**src/rtl/ser_pkg.sv**
```systemverilog
package ser_pkg;
  // Destination codes carried in the two low bits of each word
  typedef enum logic [1:0] {
    DST_CTRL = 2'b00,
    DST_REF  = 2'b01,
    DST_FB   = 2'b10,
    DST_TEST = 2'b11
  } dst_e;

  localparam int WORD_W = 24;
  localparam int ADDR_W = 2;
  localparam int REF_W  = 14;
  localparam int A_W    = 5;
  localparam int B_W    = 13;
endpackage

```
**src/rtl/ser_sync.sv**
```systemverilog
module ser_sync #(
  parameter int N      = 3,
  parameter int STAGES = 2
) (
  input  logic         clk,
  input  logic         rst_n,
  input  logic [N-1:0] async_i,
  output logic [N-1:0] lvl_o,
  output logic [N-1:0] rise_o
);
  for (genvar g = 0; g < N; g++) begin : g_ch
    logic [STAGES-1:0] chain_q;
    logic              prev_q;
    always_ff @(posedge clk) begin
      if (!rst_n) begin
        chain_q <= '0;
        prev_q  <= 1'b0;
      end else begin
        chain_q <= {chain_q[STAGES-2:0], async_i[g]};
        prev_q  <= chain_q[STAGES-1];
      end
    end
    assign lvl_o[g]  = chain_q[STAGES-1];
    assign rise_o[g] = chain_q[STAGES-1] & ~prev_q;


    rise_single_chk: assert property (@(posedge clk) disable iff (!rst_n)
      rise_o[g] |=> !rise_o[g]);
  end
endmodule

```
**src/rtl/ser_shift.sv**
```systemverilog
module ser_shift #(
  parameter int W = 24
) (
  input  logic         clk,
  input  logic         rst_n,
  input  logic         step_i,
  input  logic         bit_i,
  output logic [W-1:0] word_o
);
  logic [W-1:0] sh_q;

  always_ff @(posedge clk) begin
    if (!rst_n)      sh_q <= '0;
    else if (step_i) sh_q <= {sh_q[W-2:0], bit_i};
  end

  assign word_o = sh_q;


  shift_in_chk: assert property (@(posedge clk) disable iff (!rst_n)
    step_i |=> (word_o[0] == $past(bit_i)) && (word_o[W-1:1] == $past(word_o[W-2:0])));

  shift_hold_chk: assert property (@(posedge clk) disable iff (!rst_n)
    !step_i |=> $stable(word_o));
endmodule

```
**src/rtl/ser_route.sv**
```systemverilog
module ser_route
  import ser_pkg::*;
#(
  parameter int W    = WORD_W,
  parameter int AW   = ADDR_W,
  parameter int RW   = REF_W,
  parameter int AFW  = A_W,
  parameter int BFW  = B_W
) (
  input  logic              clk,
  input  logic              rst_n,
  input  logic              load_i,
  input  logic [W-1:0]      word_i,
  output logic [W-AW-1:0]   ctrl_o,
  output logic [RW-1:0]     ref_o,
  output logic [AFW+BFW-1:0] fb_o,
  output logic [W-AW-1:0]   test_o,
  output logic              fb_upd_o
);
  localparam int PAY_W = W - AW;
  localparam int FB_W  = AFW + BFW;

  dst_e             dst;
  logic [PAY_W-1:0] pay;
  logic [PAY_W-1:0] ctrl_q, test_q;
  logic [RW-1:0]    ref_q;
  logic [FB_W-1:0]  fb_q;
  logic             upd_q;

  assign dst = dst_e'(word_i[AW-1:0]);
  assign pay = word_i[W-1:AW];

  always_ff @(posedge clk) begin
    if (!rst_n) begin
      ctrl_q <= '0;
      ref_q  <= '0;
      fb_q   <= '0;
      test_q <= '0;
      upd_q  <= 1'b0;
    end else begin
      upd_q <= 1'b0;
      if (load_i) begin
        unique case (dst)
          DST_CTRL: ctrl_q <= pay;
          DST_REF:  ref_q  <= pay[RW-1:0];
          DST_FB: begin
            fb_q  <= pay[FB_W-1:0];
            upd_q <= 1'b1;
          end
          DST_TEST: test_q <= pay;
        endcase
      end
    end
  end

  assign ctrl_o   = ctrl_q;
  assign ref_o    = ref_q;
  assign fb_o     = fb_q;
  assign test_o   = test_q;
  assign fb_upd_o = upd_q;


  ctrl_load_chk: assert property (@(posedge clk) disable iff (!rst_n)
    (load_i && word_i[AW-1:0] == 2'b00) |=> ctrl_o == $past(word_i[W-1:AW]));

  hold_chk: assert property (@(posedge clk) disable iff (!rst_n)
    !load_i |=> $stable(ctrl_o) && $stable(ref_o) && $stable(fb_o) && $stable(test_o));

  upd_pulse_chk: assert property (@(posedge clk) disable iff (!rst_n)
    fb_upd_o |=> !fb_upd_o);

  upd_data_chk: assert property (@(posedge clk) disable iff (!rst_n)
    fb_upd_o |-> $past(load_i) && fb_o == $past(word_i[AW+FB_W-1:AW]));
endmodule

```
**src/rtl/ser_prog_router.sv**
```systemverilog
module ser_prog_router
  import ser_pkg::*;
#(
  parameter int SYNC_STAGES = 2
) (
  input  logic              clk,
  input  logic              rst_n,
  input  logic              sclk_i,
  input  logic              sdat_i,
  input  logic              ld_i,
  output logic [WORD_W-ADDR_W-1:0] ctrl_o,
  output logic [REF_W-1:0]  ref_div_o,
  output logic [A_W-1:0]    fb_a_o,
  output logic [B_W-1:0]    fb_b_o,
  output logic [WORD_W-ADDR_W-1:0] test_o,
  output logic              fb_upd_o
);
  localparam int NCH = 3;

  logic [NCH-1:0]    lvl, rise;
  logic [WORD_W-1:0] word;
  logic [A_W+B_W-1:0] fb;

  ser_sync #(.N(NCH), .STAGES(SYNC_STAGES)) u_sync (
    .clk    (clk),
    .rst_n  (rst_n),
    .async_i({ld_i, sdat_i, sclk_i}),
    .lvl_o  (lvl),
    .rise_o (rise)
  );

  ser_shift #(.W(WORD_W)) u_shift (
    .clk   (clk),
    .rst_n (rst_n),
    .step_i(rise[0]),
    .bit_i (lvl[1]),
    .word_o(word)
  );

  ser_route u_route (
    .clk     (clk),
    .rst_n   (rst_n),
    .load_i  (rise[2]),
    .word_i  (word),
    .ctrl_o  (ctrl_o),
    .ref_o   (ref_div_o),
    .fb_o    (fb),
    .test_o  (test_o),
    .fb_upd_o(fb_upd_o)
  );

  assign fb_a_o = fb[A_W-1:0];
  assign fb_b_o = fb[A_W+B_W-1:A_W];


  no_load_chk: assert property (@(posedge clk) disable iff (!rst_n)
    !rise[2] |=> !fb_upd_o);
endmodule

```
**config.mk**
```make
export PLATFORM = sky130hd
export DESIGN_NAME = ser_prog_router
export DESIGN_NICKNAME = d
export VERILOG_FILES = /design/src/rtl/ser_pkg.sv /design/src/rtl/ser_sync.sv /design/src/rtl/ser_shift.sv /design/src/rtl/ser_route.sv /design/src/rtl/ser_prog_router.sv
export SDC_FILE = /design/constraint.sdc
export NUM_CORES = 1
export LEC_CHECK = 0
export BUFFER_PORTS_ARGS = -buffer_cell sky130_fd_sc_hd__buf_2
export CORE_MARGIN = 3
export CORE_UTILIZATION = 52
export DETAILED_ROUTE_END_ITERATION = 10
export PLACE_DENSITY = 0.81
export SYNTH_ARGS = -nofsm -noshare
export SYNTH_HDL_FRONTEND = slang
export SYNTH_SLANG_ARGS = --single-unit
```
**constraint.sdc**
```tcl
create_clock -name clk -period 2.2 [get_ports clk]
set_clock_uncertainty 0.2 [all_clocks]
set_input_delay 0.44 -clock clk [delete_from_list [all_inputs] [get_ports clk]]
set_output_delay 0.44 -clock clk [all_outputs]
set_load 0.02 [all_outputs]
```
==> results.yml, run 1 <==
finish:
  regArea_um2: 2180
  area_growth_pct: 16.7
  nNetsFinal: 480
  num_antenna_cells: 0
  nFillCells: 612
  multi_input_area_um2: 1420
  drive_above_1_share: 0.313
power_and_ir_drop:
  power.internal_w: 0.00244
  p_leak_nw: 1.75
  power_frac_clock: 0.343
  p_switching_w: 0.000710
  combPwrFrac: 0.028
  p_sw_frac: 0.226
  vdd_drop_max_v: 0.000342
  p_per_area_nw_per_um2: 713
  p_seq_frac: 0.629
place:
  portBuffers: 81
  place_congestion: 0.790
  hpwl_um: 5730
  dp_slack_ps: 299
synth:
  synth_enable_flop_cells: 0
  syn_inst: 407
  yosysMostFrequentCell: "dfxtp_1"
  syn_avg_cell_area_um2: 9.30
  synth_top_cell_area_share: 0.577
  synth_largest_area_cell: "dfxtp_1"
  synthDistinctLibCells: 20
  synthesis.nets: 412
  synth_commonest_cells: "dfxtp_1, nand2_1, nand3_1, o21ai_0, a21oi_1"
  ys_ff_latch: 109
  syn_area_um2: 3780
  async_reset_ff_frac: 0
  ys_seq_area_frac: 0.577
  yosys_warnings: 0
  synth.area.top_cells: "dfxtp_1, nand3_1, o21ai_0, nand2_1, o21ai_2"
  ys.flop_type: "dfxtp_1"
cts:
  post_cts_resized: 0
  clkTransAtPathRegs_ps: 90
  clkLatencyLatePin_ps: 360
  cts_inserted_buffers: 9
  cts_buffer_depth: 2
  cts_root_buf: "clkbuf_8"
  cts_max_level: 3
  clock_sinks: 109
  tritoncts: "built"
  cts_setup_buffers: 0
  ctsHoldBuffers: 0
critical_path:
  worstSetupPathType: "reg -> reg"
  cp.arrival_ps: 1960
  worstPathRequired_ps: 2250
  start_kind: "flop"
  critical_path.max_fanout: 32
  cp-end-kind: "flop"
job:
  max-cap-violations: 0
die:
  die_area_um2: 8340
  fp.dieW_um: 91.3
  design.portCount: 82
  num_rows: 30
  start_util: 0.548
  die_h_um: 91.3
  coreArea_um2: 6910
routing:
  drtIter0Drc: 185
  first_pass_iters: 4
  routed_via_density: 5.26
  wl_per_cell_um: 14.3
  antenna_left: 0
  drcViolationCount: 0
  wl_um: 8250
  vias: 3032
global_routing:
  grtUsageTotal: 0.200
  antenna_found_initial: 0
  overflow: 0
  grt_first_pass_wirelength_um: 13400
  grt_max_degree: 54
  grt_pass1_vias: 2758
sta:
  fin_ws_ps: 286
  rsz0062_at_grt: "false"
  finalSetupTns_ps: 0
  slew_headroom: 0.642
  worst_pin_slew_ps: 537
  clock.fmax_mhz: 522
  min_period_over_period: 0.870
  hold_violations: 0
  final-setup-viol-count: 0
  drv_slew: 0
  period_needed_ps: 1910
  worst_hold_slack_ps: 77.1
hold_path:
  hold_class: "in -> reg"
status:
  status: "completed"
logic make-up after synthesis:
group	share of synthesized area
compound gates	0.154
buf+inv	0.0470
simple gates	0.222
flops	0.577
final cells by class:
type                    count  share of cell area
flip-flops and latches    109               0.494
multi-input cells         261               0.322
repair buffers             93               0.116
clock buffers              10              0.0312
well taps                  96              0.0272
clock inverters             6             0.00850
inverters                   1            0.000850
cells in the final DEF (no fill, tap or decap), types with 2 or more instances in the layout:
cell	n
nand3_2	18
dfxtp_1	109
buf_4	12
clkbuf_8	10
o21ai_2	22
clkinv_2	4
o21ai_0	54
nand3_1	58
a21oi_1	24
nand2_1	70
and2_1	8
buf_2	80
nand4bb_1	2
metal layers:
layer | wire [um] | vias up | global-route usage | part of all wire
met2 | 4040 | 72 | 0.321 | 0.49
met3 | 402 | 11 | 0.0373 | 0.049
met1 | 3680 | 1415 | 0.267 | 0.45
li1 | - | 1534 | - | -
met4 | 131 | 0 | 0.0804 | 0.016
met5 | 0 | - | 0 | 0
state kept, by name, indices dropped and copies added, names as in the netlist:
signal               count
u_route.ref_o           14
u_sync.g_ch.chain_q      6
u_shift.word_o          24
u_route.fb_upd_o         1
u_route.fb_o            18
u_route.ctrl_o          22
u_route.test_o          22
u_sync.g_ch.prev_q       2
through the flow:
stage	util	std cells	power, W	instance area (um2)
floorplan	-	407	0.00210	3780
finish	0.639	576	0.00315	4420
global route	0.639	576	0.00327	4420
global placement	0.614	560	0.00211	4240
detailed placement	0.614	560	0.00211	4240
CTS	0.639	576	0.00317	4420
worst max-delay path, cell delays in order, from the launching register on:
cell and delay [ps]:
dfxtp_1 360, or4b_2 700, buf_4 300, nand3_1 170
o21ai_2 60
power groups by stage:
stage | Clock, W | Combinational [W] | Sequential [W]
after global routing | 0.00119 | 0.0000961 | 0.00198
final | 0.00108 | 0.0000884 | 0.00198
after floorplan | 0 | 0.0000698 | 0.00203
after CTS | 0.00111 | 0.0000881 | 0.00198
after global placement | 0 | 0.0000861 | 0.00203
after detailed placement | 0 | 0.0000879 | 0.00203
path summary, 6_finish.rpt:
path | from | endpoint | slack (ps) | cells past startpoint
worst max register to register | u_shift.word_o[0]$_SDFFE_PN0P_ | u_route.ctrl_o[10]$_SDFFE_PN0P_ | 290 | 4
worst min register to register | u_sync.g_ch[0].chain_q[0]$_SDFF_PN0_ | u_sync.g_ch[0].chain_q[1]$_SDFF_PN0_ | 240 | 1
worst max-delay path | u_shift.word_o[0]$_SDFFE_PN0P_ | u_route.ctrl_o[10]$_SDFFE_PN0P_ | 290 | 4
worst min-delay path | sdat_i | u_sync.g_ch[1].chain_q[0]$_SDFF_PN0_ | 80 | 2
(Power assumes the default switching activity.)
==> inputs of run 2 (changes only) <==
--- a/config.mk
+++ b/config.mk
@@ -10,6 +10,7 @@
 export CORE_UTILIZATION = 52
 export DETAILED_ROUTE_END_ITERATION = 10
 export PLACE_DENSITY = 0.81
+export RECOVER_POWER = 50
 export SYNTH_ARGS = -nofsm -noshare
 export SYNTH_HDL_FRONTEND = slang
 export SYNTH_SLANG_ARGS = --single-unit
==> run 2 against run 1 <==
Combinational power decreased by 3.2%. Cell area decreased by 0.51%. First-iteration DRC count increased by 8.6%. Register-to-register slack about the same. Critical path depth unchanged. Via count decreased by 0.20%. Global-route usage unchanged. Sequential share of layout area increased by 0.25 points. Clock power about the same. Die area unchanged. Highest routed layer unchanged.
==> results.yml, run 2 (synthesis results as in run 1) <==
die:
  coreArea_um2: 6910
  fp.dieW_um: 91.3
  die_area_um2: 8340
  die_h_um: 91.3
  num_rows: 30
  start_util: 0.548
  design.portCount: 82
sta:
  slew_headroom: 0.301
  hold_violations: 0
  finalSetupTns_ps: 0
  final-setup-viol-count: 0
  worst_pin_slew_ps: 1050
  min_period_over_period: 0.870
  fin_ws_ps: 286
  period_needed_ps: 1910
  worst_hold_slack_ps: 80.1
  rsz0062_at_grt: "false"
  clock.fmax_mhz: 522
  drv_slew: 0
critical_path:
  critPathLaunch: "u_shift.word_o[0]$_SDFFE_PN0P_"
  cp-end-kind: "flop"
  cp.arrival_ps: 1960
  worstSetupPathType: "reg -> reg"
  start_kind: "flop"
  rrSetupSlack_ps: 290
  max_stage_delay_ps: 700
  path_delay_family: "simple AND/OR/NAND/NOR gates"
  cp_slowest_cell: "or4b_2"
  path_cells: "or4b_2 > buf_4 > nand3_1 > o21ai_2"
  critical_path.max_fanout: 32
  path_buf_inv: 1
  r2r_start: "u_shift.word_o[0]$_SDFFE_PN0P_"
  worstPathRequired_ps: 2250
finish:
  nNetsFinal: 480
  drive_above_1_share: 0.296
  mostFrequentLayoutCells: "dfxtp_1, buf_2, nand2_1, nand3_1, o21ai_0"
  num_antenna_cells: 0
  final_common_cell: "dfxtp_1"
  area_growth_pct: 16.1
  largest_reg_flops: 24
cts:
  clkLatencyLatePin_ps: 360
  clkTransAtPathRegs_ps: 100
  cts_buffer_depth: 2
  ctsHoldBuffers: 0
  clock_sinks: 109
  tritoncts: "built"
  post_cts_resized: 0
  cts_root_buf: "clkbuf_8"
  cts_setup_buffers: 0
  cts_max_level: 3
  cts_inserted_buffers: 9
routing:
  drtIter0Drc: 201
  antenna_left: 0
  drcViolationCount: 0
  first_pass_iters: 4
  wl_um: 8300
  wl_per_cell_um: 14.4
  vias: 3026
  routed_via_density: 5.25
global_routing:
  grtUsageTotal: 0.200
  antenna_found_initial: 0
  grt_pass1_vias: 2758
  overflow: 0
  grt_first_pass_wirelength_um: 13400
  grt_max_degree: 54
power_and_ir_drop:
  p_sw_frac: 0.227
  power.total_w: 0.00315
  p_leak_nw: 1.71
  p_seq_frac: 0.628
  vdd_drop_max_v: 0.000340
  p_switching_w: 0.000715
  power.internal_w: 0.00244
  power_frac_clock: 0.344
  p_per_area_nw_per_um2: 717
  combPwrFrac: 0.027
hold_path:
  hold_class: "in -> reg"
  hold_start: "sdat_i"
place:
  hpwl_um: 5730
  dp_slack_ps: 299
  portBuffers: 81
  place_congestion: 0.790
job:
  max-cap-violations: 0
status:
  status: "completed"
[run 2: changes by cell type in the layout (fill, tap and decap cells not counted), sizes merged]
cell    delta
buf       -11
clkbuf    +11
[run 2: worst register-to-register path: cells and delay by family, from the launching register on]
family	cells	cell delay, ps
AOI/OAI and AO/OA	1	70
DFF	1	360
buffers and inverters	1	300
and+or+nand+nor	2	880
[run 2: per-stage QoR]
| stage | util | cell area (um2) | std cells |
|---|---|---|---|
| 3_3_place_gp | 0.614 | 4240 | 560 |
| 6_report | 0.636 | 4390 | 576 |
| 4_1_cts | 0.639 | 4420 | 576 |
| 3_5_place_dp | 0.614 | 4240 | 560 |
| 2_1_floorplan | - | 3780 | 407 |
| 5_1_grt | 0.636 | 4390 | 576 |
[run 2: cell type report]
type / count / area (um2)
fill: 624 / 2510
clock buffer: 10 / 138
tap: 96 / 120
sequential: 109 / 2180
timing repair buffer: 93 / 488
clock inverter: 6 / 37.5
inverter: 1 / 3.75
multi-input combinational: 261 / 1420
[run 2: final timing paths]
path              cells past startpoint                                    to
setup / recovery                      4       u_route.ctrl_o[12]$_SDFFE_PN0P_
hold / removal                        2  u_sync.g_ch[1].chain_q[0]$_SDFF_PN0_
setup reg to reg                      4       u_route.ctrl_o[12]$_SDFFE_PN0P_
hold reg to reg                       1  u_sync.g_ch[0].chain_q[1]$_SDFF_PN0_
[run 2: power groups by stage]
stage          clock network [W]  logic [W]  registers, W
4_1_cts                  0.00111  0.0000881       0.00198
2_1_floorplan                  0  0.0000698       0.00203
5_1_grt                  0.00119  0.0000933       0.00198
3_3_place_gp                   0  0.0000861       0.00203
3_5_place_dp                   0  0.0000879       0.00203
6_report                 0.00109  0.0000856       0.00198
[run 2: per-layer routing]
layer  vias to the layer above  global-route usage  wire [um]
li1                       1537                   -          -
met1                      1414               0.267       3760
met2                        64               0.321       4060
met3                        11              0.0373        380
met4                         0              0.0804        108
met5                         -                   0          0
